<file path="config.mk">
export PLATFORM = sky130hd
export DESIGN_NAME = dbg_brk_cmp
export DESIGN_NICKNAME = d
export VERILOG_FILES = /design/src/rtl/dbg_brk_pkg.sv /design/src/rtl/dbg_brk_regs.sv /design/src/rtl/dbg_lane_extract.sv /design/src/rtl/dbg_mask_cmp.sv /design/src/rtl/dbg_brk_cmp.sv
export SDC_FILE = /design/constraint.sdc
export NUM_CORES = 1
export LEC_CHECK = 0
export ABC_AREA = 1
export BUFFER_PORTS_ARGS = -buffer_cell sky130_fd_sc_hd__buf_2
export CAP_MARGIN = 0
export CORE_MARGIN = 3
export CORE_UTILIZATION = 50
export CTS_BUF_LIST = sky130_fd_sc_hd__clkbuf_2 sky130_fd_sc_hd__clkbuf_4 sky130_fd_sc_hd__clkbuf_8
export DETAILED_ROUTE_END_ITERATION = 16
export PLACE_DENSITY = 0.72
export SLEW_MARGIN = 5
export SYNTH_ARGS = -nofsm -noshare
export SYNTH_HDL_FRONTEND = slang
export SYNTH_SLANG_ARGS = --single-unit
</file>
<file path="constraint.sdc">
create_clock -name clk -period 1.76 [get_ports clk]
set_input_delay 0.352 -clock clk [delete_from_list [all_inputs] [get_ports clk]]
set_output_delay 0.352 -clock clk [all_outputs]
set_load 0.1 [all_outputs]
</file>
<file path="src/rtl/dbg_brk_pkg.sv">
package dbg_brk_pkg;

    localparam int BUS_W = 32;
    localparam int LANE_W = 8;
    localparam int LANES = BUS_W / LANE_W;

    typedef enum logic [1:0] {
        SZ_BYTE = 2'b00,
        SZ_WORD = 2'b01,
        SZ_LONG = 2'b10,
        SZ_RSVD = 2'b11
    } acc_size_e;

    typedef enum logic [1:0] {
        SEL_DVAL  = 2'b00,
        SEL_DMASK = 2'b01,
        SEL_PVAL  = 2'b10,
        SEL_PMASK = 2'b11
    } reg_sel_e;

    typedef struct packed {
        logic [BUS_W-1:0] dval;
        logic [BUS_W-1:0] dmask;
        logic [BUS_W-1:0] pval;
        logic [BUS_W-1:0] pmask;
    } brk_regs_t;

    typedef struct packed {
        logic data_hit;
        logic pc_hit;
    } hit_t;

endpackage

</file>
<file path="src/rtl/dbg_brk_regs.sv">
module dbg_brk_regs
    import dbg_brk_pkg::*;
(
    input  logic             clk,
    input  logic             rst,
    input  logic             we,
    input  logic [1:0]       sel,
    input  logic [BUS_W-1:0] wdata,
    output brk_regs_t        regs
);

    brk_regs_t regs_d, regs_q;

    always_comb begin
        regs_d = regs_q;
        if (we) begin
            case (reg_sel_e'(sel))
                SEL_DVAL:  regs_d.dval  = wdata;
                SEL_DMASK: regs_d.dmask = wdata;
                SEL_PVAL:  regs_d.pval  = wdata;
                default:   regs_d.pmask = wdata;
            endcase
        end
    end

    always_ff @(posedge clk) begin
        if (rst) regs_q <= '0;
        else     regs_q <= regs_d;
    end

    assign regs = regs_q;

    // a data value write lands in the register on the next edge
    a_r2_dval_write: assert property (@(posedge clk) disable iff (rst)
        (we && sel == 2'b00) |=> (regs.dval == $past(wdata)));

endmodule

</file>
<file path="src/rtl/dbg_lane_extract.sv">
module dbg_lane_extract
    import dbg_brk_pkg::*;
(
    input  logic [BUS_W-1:0] data,
    input  logic [1:0]       size,
    input  logic [1:0]       addr_lo,
    output logic [BUS_W-1:0] operand,
    output logic [BUS_W-1:0] width_mask,
    output logic             size_ok
);

    localparam int HALF_W = BUS_W / 2;

    // lane 0 is the most significant byte of the bus
    logic [LANES-1:0][LANE_W-1:0] lane_b;

    for (genvar g = 0; g < LANES; g++) begin : g_lane
        assign lane_b[g] = data[BUS_W-1-g*LANE_W -: LANE_W];
    end

    always_comb begin
        operand    = '0;
        width_mask = '0;
        size_ok    = 1'b1;
        case (acc_size_e'(size))
            SZ_BYTE: begin
                operand    = BUS_W'(lane_b[addr_lo]);
                width_mask = BUS_W'({LANE_W{1'b1}});
            end
            SZ_WORD: begin
                operand    = addr_lo[1] ? BUS_W'(data[HALF_W-1:0])
                                        : BUS_W'(data[BUS_W-1:HALF_W]);
                width_mask = BUS_W'({HALF_W{1'b1}});
            end
            SZ_LONG: begin
                operand    = data;
                width_mask = '1;
            end
            default: size_ok = 1'b0;
        endcase
    end

endmodule

</file>
<file path="src/rtl/dbg_mask_cmp.sv">
module dbg_mask_cmp #(
    parameter int W = 32
) (
    input  logic [W-1:0] value,
    input  logic [W-1:0] ref_val,
    input  logic [W-1:0] ignore,
    output logic         match
);

    assign match = ~|((value ^ ref_val) & ~ignore);

endmodule

</file>
<file path="src/rtl/dbg_brk_cmp.sv">
module dbg_brk_cmp
    import dbg_brk_pkg::*;
(
    input  logic        clk,
    input  logic        rst,
    input  logic        reg_we,
    input  logic [1:0]  reg_sel,
    input  logic [31:0] reg_wdata,
    input  logic        data_cmp_en,
    input  logic        pc_cmp_en,
    input  logic        bus_valid,
    input  logic [1:0]  bus_size,
    input  logic [1:0]  bus_addr_lo,
    input  logic [31:0] bus_data,
    input  logic        fetch_valid,
    input  logic [31:0] fetch_pc,
    output logic        data_hit,
    output logic        pc_hit
);

    brk_regs_t        regs;
    logic [BUS_W-1:0] operand, width_mask;
    logic             size_ok;
    logic             data_match, pc_match;
    hit_t             hit_d, hit_q;

    dbg_brk_regs u_regs (
        .clk   (clk),
        .rst   (rst),
        .we    (reg_we),
        .sel   (reg_sel),
        .wdata (reg_wdata),
        .regs  (regs)
    );

    dbg_lane_extract u_extract (
        .data       (bus_data),
        .size       (bus_size),
        .addr_lo    (bus_addr_lo),
        .operand    (operand),
        .width_mask (width_mask),
        .size_ok    (size_ok)
    );

    // Bits above the operand width are forced to "ignore".
    dbg_mask_cmp #(.W(BUS_W)) u_data_cmp (
        .value   (operand),
        .ref_val (regs.dval),
        .ignore  (regs.dmask | ~width_mask),
        .match   (data_match)
    );

    dbg_mask_cmp #(.W(BUS_W)) u_pc_cmp (
        .value   (fetch_pc),
        .ref_val (regs.pval),
        .ignore  (regs.pmask),
        .match   (pc_match)
    );

    always_comb begin
        hit_d          = '0;
        hit_d.data_hit = bus_valid && data_cmp_en && size_ok && data_match;
        hit_d.pc_hit   = fetch_valid && pc_cmp_en && pc_match;
    end

    always_ff @(posedge clk) begin
        if (rst) hit_q <= '0;
        else     hit_q <= hit_d;
    end

    assign data_hit = hit_q.data_hit;
    assign pc_hit   = hit_q.pc_hit;

    // the reserved size code never yields a data hit
    a_r8_rsvd_no_hit: assert property (@(posedge clk) disable iff (rst)
        data_hit |-> $past(bus_size) != 2'b11);

    // a data hit needs a valid, enabled bus cycle in the previous cycle
    a_r10_data_gate: assert property (@(posedge clk) disable iff (rst)
        data_hit |-> $past(bus_valid && data_cmp_en));

    // a PC hit needs a valid, enabled fetch in the previous cycle
    a_r10_pc_gate: assert property (@(posedge clk) disable iff (rst)
        pc_hit |-> $past(fetch_valid && pc_cmp_en));

    // with no bus cycle, a data pulse falls on the next edge
    a_r11_data_pulse: assert property (@(posedge clk) disable iff (rst)
        (data_hit && !bus_valid) |=> !data_hit);

endmodule

</file>
# Word-level counts from Yosys, hierarchy flattened
# Index checks and enable logic that the tools add are counted.
[op_classes]
add_sub_neg = 0
n_mul = 0
div_mod_pow = 0
magnitude_cmp = 1
n_eq_ne = 4
shift = 0
muxes = 6
bitwise = 9
n_reduce_logical = 17
[op_table]
columns = ["operator", "count"]
rows = [
  ["case mux 32 bit (3 select lines)", 2],
  ["NOT 32 bit", 3],
  ["bitwise AND 32 bit", 2],
  ["OR reduction 32 bit", 2],
  ["bitwise XOR 32 bit", 2],
  ["OR 32 bit", 1],
  ["binary-select mux 8 bit (select 2 bit)", 1],
  ["2-to-1 mux 16 bit", 1],
  ["2-to-1 mux 8 bit", 1],
  ["AND reduction 2 bit", 4],
  ["OR reduction 3 bit", 2],
  ["logical AND 1 bit", 5],
  ["equality test 2 x 1 -> 1 bit (second input constant)", 2],
  ["equality test 2 bit (second input constant)", 2],
  ["zero test 2 bit", 2],
  ["less-than comparator 2 x 3 -> 1 bit (second input constant)", 1],
  ["zero test 1 bit", 2],
  ["2-to-1 mux 1 bit", 1],
  ["NOT 1 bit", 1],
]
[totals]
regBits = 130
latchBits = 0
ramBits = 0
mem_bits_ro = 0
output_inout_bits = 2
n_memories = 0

# Logic depth before layout (Yosys ltp)
[logic_depth]
word_depth = 9
depth_mapped = 14

# Hierarchy
# From an unflattened synthesis, not the netlist that was laid out.
[unflattened]
cells_unflattened = 1506
hier_area_um2 = 8234.1
[modules_own_cells]
columns = ["module", "instances", "cells_each", "area_each_um2"]
rows = [
  ["dbg_brk_regs", 1, 820, 5305.1],
  ["dbg_mask_cmp", 2, 205, 803.3],
  ["dbg_lane_extract", 1, 204, 1017.2],
  ["dbg_brk_cmp", 1, 72, 305.3],
]

# Worst setup path before layout
# Ideal clock, no wire load.
[synth_path]
kind = "input-to-reg"
start = "input port bus_size[0]"
end = "register hit_q, in the netlist data_hit"
setup_ns = 0.064
arrival_time_ns = 1.495
required_ns = 1.696
slack_ns = 0.201
cell_stages = 13
n_path_buf = 2
path_cell_list = "inv_1 > ha_1 > buf_2 > buf_4 > nand4_1 > nand2_1 > nand2_1 > nand2_1 > nor2_1 > nand2_1 > nor2_1 > nand3_1 > nor2_1"
[synth_via]
elab_chain_cells = 9
word_cells_on_any_way = 16
classes_between = "eq/ne: 2; mux: 3; bitwise: 5; reduce/logical: 6"
[synth_rtl]
columns = ["element", "line", "source"]
rows = [
  ["start: declaration", "dbg_brk_cmp.sv:12", "input logic [1:0] bus_size,"],
  ["equality test 2 bit, or another cell as far along", "dbg_lane_extract.sv:25", "case (acc_size_e'(size))"],
  ["case mux 32 bit (3 select lines)", "dbg_lane_extract.sv:25", ""],
  ["NOT 32 bit", "dbg_brk_cmp.sv:49", ".ignore (regs.dmask | ~width_mask),"],
  ["OR 32 bit", "dbg_brk_cmp.sv:49", ""],
  ["NOT 32 bit", "dbg_mask_cmp.sv:10", "assign match = ~|((value ^ ref_val) & ~ignore);"],
  ["bitwise AND 32 bit", "dbg_mask_cmp.sv:10", ""],
  ["OR reduction 32 bit", "dbg_mask_cmp.sv:10", ""],
  ["zero test 1 bit", "dbg_mask_cmp.sv:10", ""],
  ["logical AND 1 bit (*)", "dbg_brk_cmp.sv:62", "hit_d.data_hit = bus_valid && data_cmp_en && size_ok && data_match;"],
  ["end signal: assignment", "dbg_brk_cmp.sv:68", "else hit_q <= hit_d;"],
  ["end: declaration", "dbg_brk_cmp.sv:25", "hit_t hit_d, hit_q;"],
]
# Every way passes the cells marked *; elsewhere a longest branch is shown, timed or not.
# A chain may end at the register's enable or synchronous reset.

# Worst setup path in the final report
# Same ends and word-level chain as after synthesis.

==> results.md <==
- The number of distinct library cell variants in the gate-level netlist after synthesis is 28.
- For this run the aggregate overflow at the end of global routing stands at 0.
- The max-capacitance violation count is 0.
- The y dimension of the die is 119.9 um.
- The share of total power dissipated in combinational logic is 0.155.
- The number of antenna violations at the first check in global routing came to 0.
- The total number of vias is 6797.
- The setup slack at placement is -0.2567 ns.
- The net switching component of the power is 0.001901 W.
- Counting flops with an async set or reset pin after synthesis yields a share of 0.
- The count of nets left with antenna violations after detail routing is 0.
- In this run the power density over the cells is 869.0 nW/um2.
- Yosys mapped a number of flops with a built-in enable equal to 0.
- By count the netlist is led by 243 x sky130_fd_sc_hd__nand2_1, 205 x sky130_fd_sc_hd__nor2_1, 130 x sky130_fd_sc_hd__dfxtp_1.
- The most used flip-flop cell after synthesis is sky130_fd_sc_hd__dfxtp_1.
- The post-route core utilization is 0.6198.
- Setup repair after global routing left no endpoint under its margin.
- The total placed instance area is 7274 um2.
- The share of total power dissipated in the clock network is 0.371.
- After clock tree synthesis, the clock-pin slew on the worst setup and hold paths is 0.08 ns.
- The worst path required time is 2.13 ns.
- Derived from the worst setup path, the maximum achievable clock frequency is 641.1 MHz.
- The min-delay analysis places its worst path in the category input pin to flip-flop.
- The maximum buffer depth of the clock tree is 2.
- Among all stages on the critical path, the largest delay is contributed by sky130_fd_sc_hd__ha_1.
- The type of element launching the critical path is an input pin.
- The end of the critical path is data_hit.
- After filler insertion, the fill cell instance count of the layout stands at 1257.
- The clock tree root driver cell is sky130_fd_sc_hd__clkbuf_8.
- After detailed routing, the number of vias per cell comes to 5.253.
- For this run, the slowest stage of the critical path takes 0.33 ns.
- The area taken by flip-flops and latches is 2603 um2.
- The slew at the pin closest to its max-slew limit is 0.4855 ns.
- At the end of the flow, the number of nets in the layout was 1226.
- The library cell with the largest summed area after synthesis is sky130_fd_sc_hd__dfxtp_1.
- The capturing element type of the critical path is a flip-flop.
- Counting every instance in the synthesized netlist gives 1004.
- The number of cell rows is 40.
- The CTS tree is done.
- The number of cells on the worst reg-to-reg path is 7.
- The peak supply drop is 0.5131 mV.
- The most frequent cell after synthesis is sky130_fd_sc_hd__nand2_1.
- The summed area of non-filler cells in the final layout is 7662 um2.
- The relative slew slack is 0.6786.
- The startpoint of the worst-slack reg-to-reg timing path is u_regs.regs[55].
- The clock arrives with 0.009969 ns of skew.
- The wire length per cell after detailed routing is 14.62 um.
- Counting both buffers and inverters, the worst setup path holds a total of 3.
- The count of clock tree sinks is 130.
- The number of register bits inferred by synthesis is 130.
- The final count of pins violating max slew is 0.
- At the end of routability-driven placement, the weighted congestion stood at 0.9239.
- Of the total power, the share spent switching nets is 0.2854.
- The largest net degree at the start of global routing is 39.
- In this run, placement finished with an instance count of 1262.
- Synthesis produced a netlist with a net count of 1117.
- After clock tree synthesis, the setup repair step added 0 buffers.
- Traced cell by cell, the critical path runs through buf_2 -> inv_1 -> ha_1 -> buf_4 -> nand3_1 -> nand2_1 -> nand2_1 -> nand2_1 -> nand2_1 -> nor2_1 -> nand2_1 -> nor2_1 -> nand3_1 -> nor2_1.
- The end of the worst register-to-register path is pc_hit.
- The reported leakage power is 3.569 nW.
- The final setup violation count is 0.
- The total CTS buffers is 17.
- The first routing iteration left 471 violations.
- The startpoint of the worst setup timing path is bus_size[0].
- The critical setup path kind is input pin to flip-flop.
- Counting buffers and inverters, the worst setup path is 14 cells deep.
- After layout, the minimum clock period comes to 1.560 ns.
- The floorplan step defined a core boundary enclosing 12360 um2.
- The post-cts sizing count is 0.
- The count of final hold-check violations was 0.
- The insertion delay to the later sink of the worst-skew pair is 0.43 ns.
- Of the post-synthesis cell area, the dominant cell type holds 0.4013.
- The count of hold-fix buffers inserted at cts is 0.
- In this run the number of H-tree levels came out at 4.
- The area overhead of the layout relative to synthesis is 18.16%.
- The number of warnings reported in the yosys synthesis log is 0.
- The sequential fraction of the synthesis area is 0.4013.
- The final worst slack is 0.2002 ns.
- The global-route total usage across every layer is 0.2588.
- The total half-perimeter wirelength after legalization and detailed placement is 13.78 mm.
- The die covers 14370 um2.
- The starting utilization of the core area is 0.5246.
- After the flow finishes, the layout carries non-filler instances totaling 1294.
- The die is 119.9 um wide.
- The boundary pin count is 111.
- The antenna cell count is 0.
- The remaining design rule violation count is 0.
- The routed wire length is 18.92 mm.
- The worst-case hold slack is 0.2087 ns.
- The most numerous cell type found on the critical path is sky130_fd_sc_hd__nand2_1.
- The internal power of the cells is 0.004758 W.
- Data arrives at the worst endpoint at 1.93 ns.
- The via count of the first global-routing pass came to 5990.
- The flow ran to the end, and the final reports show no timing, DRC or antenna violations.
- The share of power burned in registers is 0.473.
- The post-synthesis instance area is 6485 um2.
- In the final layout, the multi-input gates occupy 3388 um2.
- Of the cells placed in the final design, the portion with a size suffix greater than 1 is 0.1625.
- The kind of cell adding the most delay to the critical path is simple AND/OR/NAND/NOR gates.
- In the finished design, the share of the clock period the worst path needs comes to 0.8862.
- The slack of the worst reg-to-reg path is 0.31 ns.
- Yosys attributes the largest share of cell area to sky130_fd_sc_hd__dfxtp_1 40%, sky130_fd_sc_hd__nand2_1 14%, sky130_fd_sc_hd__nor2_1 12%.
- The count of port buffers added during placement is 110.
- The per-instance average area after synthesis is 6.459 um2.
- The first TritonRoute pass finished after 5 iterations.
- In this run the worst path has a maximum fanout of 8.
- The first global-routing pass estimated 29.70 mm of wire.
-- how the worst min path moves through the flow --
stage,depth (start not counted),start,to,slack [ns]
floorplan,2,u_regs.regs[28],u_regs.regs[28],0.42
finish,3,reg_wdata[12],u_regs.regs[44],0.21
detailed placement,2,u_regs.regs[26],u_regs.regs[26],0.45
CTS,3,reg_wdata[23],u_regs.regs[55],0.18
global placement,2,u_regs.regs[28],u_regs.regs[28],0.44
global route,3,reg_wdata[28],u_regs.regs[60],0.20
-- area by class of cell --
type                    count  share of cell area
well taps                 168             0.02743
multi-input cells         760              0.4422
flip-flops and latches    130              0.3396
inverters                  56             0.02776
repair buffers            148              0.1123
clock inverters            13             0.01813
clock buffers              19             0.03250
-- metal layers --
layer	track usage	wire length (um)
met1	0.3666	8993
met2	0.3930	8184
met3	0.05278	1389
met4	0.08876	354
met5	0	0
-- power by group through the flow --
stage	clock (W)	combinational [W]	sequential, W
floorplan	0	0.000618	0.00320
global placement	0	0.00101	0.00321
detailed placement	0	0.00102	0.00322
CTS	0.00251	0.00102	0.00315
global route	0.00264	0.00116	0.00317
finish	0.00247	0.00103	0.00315
-- worst register-to-register path, cell delays in order, from the launching register on --
cell,delay (ns)
sky130_fd_sc_hd__dfxtp_1,0.33
sky130_fd_sc_hd__nor2_1,0.10
sky130_fd_sc_hd__nor2_1,0.04
sky130_fd_sc_hd__nand2_1,0.11
sky130_fd_sc_hd__nand2_1,0.08
sky130_fd_sc_hd__nor4_1,0.44
sky130_fd_sc_hd__nand3b_1,0.13
sky130_fd_sc_hd__nor2_1,0.15
-- state kept, by name (all words and copies together), names as in the netlist --
name and flops:
data_hit 1, u_regs.regs 128, pc_hit 1
-- cells in the final DEF (no fill, tap or decap), drive strengths merged --
master / count
nand2: 243
nor2: 205
buf: 148
dfxtp: 130
o21ai: 105
nand3: 82
a21oi: 70
inv: 55
nand4: 23
clkbuf: 19
xnor2: 14
clkinv: 10
o22ai: 4
ha: 4
xor2: 2
a221oi: 2
o2111ai: 2
bufinv: 2
clkinvlp: 2
nor3b: 1
nor3: 1
nor4: 1
nand3b: 1
-- logic make-up (layout without fill, tap and decap cells) --
family / after synthesis / in the layout / share of synthesized area
buffers and inverters: 114 / 236 / 0.07621
and+or+nand+nor: 557 / 557 / 0.3488
AOI/OAI and AO/OA: 183 / 183 / 0.1443
DFF: 130 / 130 / 0.4013
adders and majority gates: 4 / 4 / 0.007718
xor gates and xnor gates: 16 / 16 / 0.02161
-- stage by stage --
step | TNS, ns | total power (W)
after floorplan | 0 | 0.003819
after global placement | -0.1730 | 0.004224
after detailed placement | -0.2567 | 0.004236
after CTS | 0 | 0.006684
after global routing | 0 | 0.006959
final | 0 | 0.006659
Note: power is estimated with default switching activity, not from simulation.
